==> config.mk <==
export PLATFORM = sky130hd
export DESIGN_NAME = alu_cc_unit
export DESIGN_NICKNAME = d
export VERILOG_FILES = /design/src/rtl/alu_cc_pkg.sv /design/src/rtl/alu_cc_lanes.sv /design/src/rtl/alu_cc_mux.sv /design/src/rtl/alu_cc_ccreg.sv /design/src/rtl/alu_cc_unit.sv
export SDC_FILE = /design/constraint.sdc
export NUM_CORES = 1
export LEC_CHECK = 0
export BUFFER_PORTS_ARGS = -buffer_cell sky130_fd_sc_hd__buf_4
export CAP_MARGIN = 15
export CELL_PAD_IN_SITES_DETAIL_PLACEMENT = 0
export CELL_PAD_IN_SITES_GLOBAL_PLACEMENT = 2
export CORE_MARGIN = 1
export CORE_UTILIZATION = 33
export CTS_CLUSTER_DIAMETER = 30
export CTS_CLUSTER_SIZE = 20
export DETAILED_ROUTE_END_ITERATION = 10
export PLACE_DENSITY = 0.89
export SYNTH_ARGS = -nofsm -noshare
export SYNTH_HDL_FRONTEND = slang
export SYNTH_HIERARCHICAL = 1
export SYNTH_SLANG_ARGS = --single-unit
==> constraint.sdc <==
create_clock -name clk -period 5.8 [get_ports clk]
set_input_delay 1.74 -clock clk [delete_from_list [all_inputs] [get_ports clk]]
set_output_delay 1.74 -clock clk [all_outputs]
set_load 0.01 [all_outputs]
==> src/rtl/alu_cc_pkg.sv <==
package alu_cc_pkg;

  typedef enum logic [2:0] {
    OP_CLR = 3'd0,
    OP_ADD = 3'd1,
    OP_SUB = 3'd2,
    OP_INC = 3'd3,
    OP_DEC = 3'd4,
    OP_CMP = 3'd5,
    OP_LDM = 3'd6,
    OP_LDA = 3'd7
  } alu_op_e;

  localparam int unsigned NUM_OPS = 8;
  localparam int unsigned SEL_W   = $clog2(NUM_OPS);

  typedef struct packed {
    logic gt;
    logic eq;
    logic lt;
  } cc_t;

endpackage

==> src/rtl/alu_cc_lanes.sv <==
module alu_cc_lanes
  import alu_cc_pkg::*;
#(
  parameter int unsigned W = 16
) (
  input  logic [W-1:0]              acc,
  input  logic [W-1:0]              mem,
  output logic [NUM_OPS-1:0][W-1:0] lane
);
  localparam logic [W-1:0] ONE = W'(1);

  always_comb begin
    lane           = '0;
    lane[OP_CLR]   = '0;
    lane[OP_ADD]   = acc + mem;
    lane[OP_SUB]   = acc - mem;
    lane[OP_INC]   = mem + ONE;
    lane[OP_DEC]   = mem - ONE;
    lane[OP_CMP]   = mem;
    lane[OP_LDM]   = mem;
    lane[OP_LDA]   = acc;
  end
endmodule

==> src/rtl/alu_cc_mux.sv <==
module alu_cc_mux #(
  parameter int unsigned W = 16,
  parameter int unsigned N = 8,
  localparam int unsigned SW = $clog2(N)
) (
  input  logic [N-1:0][W-1:0] lane,
  input  logic [SW-1:0]       sel,
  output logic [W-1:0]        y
);
  logic [N-1:0][W-1:0] gated;

  // decoded one-hot select, then wide OR: one AND-OR level per bit
  for (genvar i = 0; i < N; i++) begin : g_gate
    logic hit;
    assign hit      = (sel == SW'(i));
    assign gated[i] = lane[i] & {W{hit}};
  end

  always_comb begin
    y = '0;
    for (int i = 0; i < N; i++) y = y | gated[i];
  end
endmodule

==> src/rtl/alu_cc_ccreg.sv <==
module alu_cc_ccreg
  import alu_cc_pkg::*;
#(
  parameter int unsigned W = 16
) (
  input  logic         clk,
  input  logic         rst_n,
  input  logic         load,
  input  logic [W-1:0] acc,
  input  logic [W-1:0] mem,
  output cc_t          cc
);
  cc_t nxt;

  always_comb begin
    nxt.gt = $signed(mem) >  $signed(acc);
    nxt.eq = (mem == acc);
    nxt.lt = $signed(mem) <  $signed(acc);
  end

  always_ff @(posedge clk or negedge rst_n) begin
    if (!rst_n)    cc <= '0;
    else if (load) cc <= nxt;
  end
endmodule

==> src/rtl/alu_cc_unit.sv <==
module alu_cc_unit
  import alu_cc_pkg::*;
#(
  parameter int unsigned W = 16
) (
  input  logic         clk,
  input  logic         rst_n,
  input  logic         en_i,
  input  logic [2:0]   op_i,
  input  logic [W-1:0] acc_i,
  input  logic [W-1:0] mem_i,
  output logic [W-1:0] res_o,
  output logic [2:0]   flags_o
);
  logic [NUM_OPS-1:0][W-1:0] lane;
  alu_op_e op_e;
  logic    cc_load;
  cc_t     cc;

  assign op_e    = alu_op_e'(op_i);
  assign cc_load = en_i && (op_e == OP_CMP);

  alu_cc_lanes #(.W(W)) u_lanes (
    .acc  (acc_i),
    .mem  (mem_i),
    .lane (lane)
  );

  alu_cc_mux #(.W(W), .N(NUM_OPS)) u_mux (
    .lane (lane),
    .sel  (op_i),
    .y    (res_o)
  );

  alu_cc_ccreg #(.W(W)) u_cc (
    .clk   (clk),
    .rst_n (rst_n),
    .load  (cc_load),
    .acc   (acc_i),
    .mem   (mem_i),
    .cc    (cc)
  );

  assign flags_o = cc;
endmodule

## Yosys cells after proc, flatten, opt, wreduce, memory -nomap -nowiden

Cells that the tools add are included.

| cells by class | value |
|---|---|
| shift operators | 0 |
| bitwise logic cells | 13 |
| multiply operators | 0 |
| div/mod/pow operators | 0 |
| $lt $le $gt $ge | 2 |
| add/subtract/negate cells | 4 |
| reductions and logical operators | 1 |
| eq/ne operators | 8 |
| mux-type cells | 0 |

Operators by type and width:

| operator | count |
|---|---|
| bitwise AND 16 bit | 7 |
| bitwise OR 16 bit | 6 |
| adder 16 x 1 -> 16 bit, second input constant | 1 |
| adder 16 bit | 1 |
| equality test 16 bit | 1 |
| > comparator 16 bit | 1 |
| < comparator 16 bit | 1 |
| subtractor 16 x 1 -> 16 bit, second input constant | 1 |
| subtractor 16 bit | 1 |
| equality test 3 bit, second input constant | 4 |
| equality test 3 x 2 -> 1 bit, second input constant | 2 |
| equality test 3 x 1 -> 1 bit, second input constant | 1 |
| logical AND 1 bit | 1 |

| storage, ports and cells | value |
|---|---|
| word-level logic and storage cells | 31 |
| latch bits | 0 |
| memory bits (read-only) | 0 |
| memories kept | 0 |
| register bits after elaboration | 3 |
| RAM bits | 0 |

## Logic depth before layout (Yosys ltp)

| depth | value |
|---|---|
| depth after elaboration | 8 |
| gate-level depth with buffers | 12 |
| gate-level depth less buffers | 11 |

## Modules after synthesis

The synthesis kept the hierarchy.

Modules (own cells, without submodules):

| module | times used | area an instance (um^2) | seq. area each (um^2) | cells each |
|---|---|---|---|---|
| alu_cc_lanes | 1 | 2612.5 | 0.0 | 359 |
| alu_cc_mux | 1 | 1071.0 | 0.0 | 57 |
| alu_cc_ccreg | 1 | 549.3 | 75.1 | 68 |
| alu_cc_unit | 1 | 10.0 | 0.0 | 1 |

## Least setup slack after synthesis

OpenSTA, ideal clock, no wires.

| timing path | value |
|---|---|
| kind | input to output |
| start | input port mem_i[2] |
| end | output port res_o[13] |
| cell stages on the path | 12 |
| slack | -0.131 ns |
| arrival | 4.191 ns |
| data required time | 4.060 ns |
| path buffers | 2 |
| cells stage by stage | clkbuf_2 inv_2 ha_1 buf_6 o21a_1 o31a_1 o21ai_2 o21ai_2 a2111oi_2 a2111oi_2 mux4_1 mux2_2 |

RTL lines:

| item | RTL line | text |
|---|---|---|
| from (decl) | alu_cc_unit.sv:11 | `input logic [W-1:0] mem_i,` |
| to (decl) | alu_cc_unit.sv:12 | `output logic [W-1:0] res_o,` |

==> flow_summary.json <==
{
  "outcome": "complete, but fails checks",
  "failed_checks": "negative setup slack",
  "max_freq_mhz": 167.9,
  "clk_pin_slew_ps": 30,
  "antenna_found_initial": 0,
  "crit_path_max_incr_delay_ps": 470,
  "clock-root-buffer": "clkbuf_16",
  "placed_cell_area_um2": 5175,
  "cpLargestDelayFamily": "multiplexers",
  "rsz0062_at_grt": "true",
  "cp.required_ps": 4060,
  "yosysWarnings": 6,
  "numCtsBuffers": 3,
  "top_register": "u_cc/cc",
  "cap_viol_max_count": 0,
  "drt_iter0_drc": 187,
  "grt_max_degree": 34,
  "ys_seq_area_share_pct": 1.769,
  "mostFrequentLayoutCells": "buf_4 (165), xnor2_1 (44), inv_1 (41)",
  "relSlewSlack_pct": 62.02,
  "die_x_um": 115.4,
  "final_common_cell": "buf_4",
  "setup_ws_ps": -157.4,
  "worstSetupStartpointType": "input port",
  "drc": 0,
  "critPathSlowestCell": "mux4_2",
  "synth_edf_count": 0,
  "rr_startpoint": "u_cc/cc[0]",
  "nFillCells": 1238,
  "syn_avg_cell_area_um2": 8.748,
  "worst_pin_slew_ps": 569.7,
  "leakagePower_nw": 2.659,
  "post_drt_wl_per_cell_um": 16.37,
  "largest_register_ffs": 3,
  "clock-sinks": 3,
  "drive_gt1_share_pct": 48.75,
  "tns_ps": -881.1,
  "finalInstanceArea_um2": 5812,
  "hold_viol": 0,
  "finalSetupViolCount": 9,
  "fp-row-count": 41,
  "vias": 3892,
  "io_buffers": 56,
  "grt_overflow": 0,
  "nets": 690,
  "timing.rr.end": "u_cc/cc[0]",
  "holdPathEnd": "u_cc/cc[1]",
  "path_buf_inv": 2,
  "path_max_fanout": 4,
  "cts_buffer_depth": 2,
  "core_area_um2": 12570,
  "synth_area_um2": 4243,
  "cts_tree": "built",
  "worst_ep_arrival_time_ps": 4220,
  "grtUsageTotal_pct": 19.09,
  "slew_viol_final": 0,
  "power.density_nw_per_um2": 124.6,
  "hp-start": "u_cc/cc[1]",
  "power.total_uw": 724.0,
  "final_util_pct": 46.24,
  "hold_depth": 2,
  "finalCritPeriodShare_pct": 102.7,
  "grt_pass1_wl_mm": 19.92,
  "synth_cell_types": 70,
  "die_area_um2": 13310,
  "async_flop_share_pct": 100.0,
  "cp_cell_sequence": "buf_8 -> ha_4 -> fa_2 -> nor2b_4 -> o2111ai_2 -> a21oi_2 -> o2bb2ai_2 -> o211ai_1 -> xor2_1 -> mux4_2 -> mux2_4 -> buf_6",
  "die_height_um": 115.4,
  "initial_core_util_pct": 33.76,
  "viasPerCell": 5.035,
  "reg2reg_slack_ps": 4920,
  "io_pins": 57,
  "firstDrtPassIters": 4,
  "gp_congestion": 0.9078,
  "setup.worst_path.end_class": "output pin",
  "critPathKind": "input port to output pin",
  "grt_pass1_vias": 3964,
  "synthToLayoutAreaGrowth_pct": 36.98,
  "drtAntennaViolNets": 0,
  "clk_latency_ps": 230,
  "fin_crit_ps": 5957,
  "clock_skew_ps": 0,
  "hold_path.class": "register to register",
  "synthFlopType": "dfrtp_1",
  "yosys_register_bits": 3,
  "antennaDiodeCount": 0,
  "ctsHtreeMaxLevel": 1,
  "ff2ff_path_depth": 2,
  "largestRegisters": "u_cc/cc x3",
  "synth_cells": 485,
  "dpl.hpwl_mm": 9.993,
  "peakVddDrop_v": 0.00005573,
  "wirelength_mm": 12.66
}
==> stage by stage <==
step | std cells | worst slack (ps) | hold slack (ps)
after detailed placement | 757 | -397.0 | 524.0
after global placement | 757 | -362.3 | 523.1
after floorplan | 500 | -14.42 | 548.9
after CTS | 770 | -197.1 | 530.5
after global routing | 773 | -253.8 | 570.8
final | 773 | -157.4 | 529.0
==> tightest hold or removal path, stage by stage (launching register included) <==
cell	delay, ps
dfrtp_1	370
inv_1	50
o21ai_0	60
==> worst max-delay path by stage <==
| stage | from | end | depth (start not counted) |
|---|---|---|---|
| 5_1_grt | mem_i[1] | res_o[13] | 13 |
| 2_1_floorplan | mem_i[2] | res_o[13] | 12 |
| 6_report | mem_i[0] | res_o[14] | 12 |
| 4_1_cts | mem_i[1] | res_o[13] | 12 |
| 3_5_place_dp | acc_i[0] | res_o[14] | 13 |
| 3_3_place_gp | acc_i[0] | res_o[12] | 13 |
==> timing repair <==
item	CTS	global route
hold buffers	0	0
pin swaps	26	20
setup buffers	9	3
endpoints found under the setup margin	12	12
resized for setup	83	35
==> report_power, final <==
| group | internal, mW | switching [mW] | total, mW | leakage [nW] |
|---|---|---|---|---|
| Combinational | 0.321 | 0.266 | 0.586 | 2.58 |
| Sequential | 0.0250 | 0.00270 | 0.0277 | 0.0375 |
| Clock | 0.0907 | 0.0191 | 0.110 | 0.0382 |
==> cells by family after synthesis <==
| kind of cell | count (synthesis) | synth area share [%] |
|---|---|---|
| AND/OR/NAND/NOR | 105 | 14.77 |
| buffers and inverters | 138 | 19.37 |
| flip-flops | 3 | 1.769 |
| AO/OA/AOI/OAI | 87 | 14.24 |
| XOR/XNOR | 53 | 10.94 |
| other | 1 | 0.08838 |
| multiplexers | 48 | 23.71 |
| adder cells (fa/ha/maj) | 50 | 15.10 |
==> synth_stat cells (3+ instances only) <==
master	instances	area share, %
o31ai_1	4	0.71
inv_1	47	4.2
xnor2_1	45	9.3
o21bai_1	3	0.53
nand3_1	5	0.59
a211oi_1	3	0.53
buf_6	6	1.6
inv_2	4	0.35
a211o_1	3	0.62
o21ai_0	11	1.3
mux2_2	16	4.2
and3_1	6	0.88
a21oi_1	30	3.5
buf_4	66	12
dfrtp_1	3	1.8
nor2_1	20	1.8
clkbuf_1	4	0.35
mux4_2	4	2.1
nor4_2	3	0.88
xor2_1	8	1.7
nand2b_1	5	0.74
nand2_1	23	2.0
buf_2	7	0.83
nand4_1	4	0.59
o211ai_1	3	0.53
nor4_1	5	0.74
nor3_1	12	1.4
o21a_1	3	0.53
nor2b_1	6	0.88
mux4_1	28	17
ha_1	48	14
==> cell type report <==
type                       count  area, um^2  area share, %
inverter                      51       198.9          3.423
timing repair buffer         184        1478          25.43
clock buffer                   4       78.83          1.356
sequential                     3       75.07          1.292
tap                          172       215.2          3.703
multi-input combinational    359        3766          64.80
==> metal layers <==
metal  track usage [%]  up-vias  wire length (um)
met5                 0        -                 0
met4             3.030        0               116
met3            0.6326       10               375
met2             35.53       78              6591
met1             24.75     1898              5572
li1                  -     1906                 -
(Power assumes the default switching activity.)
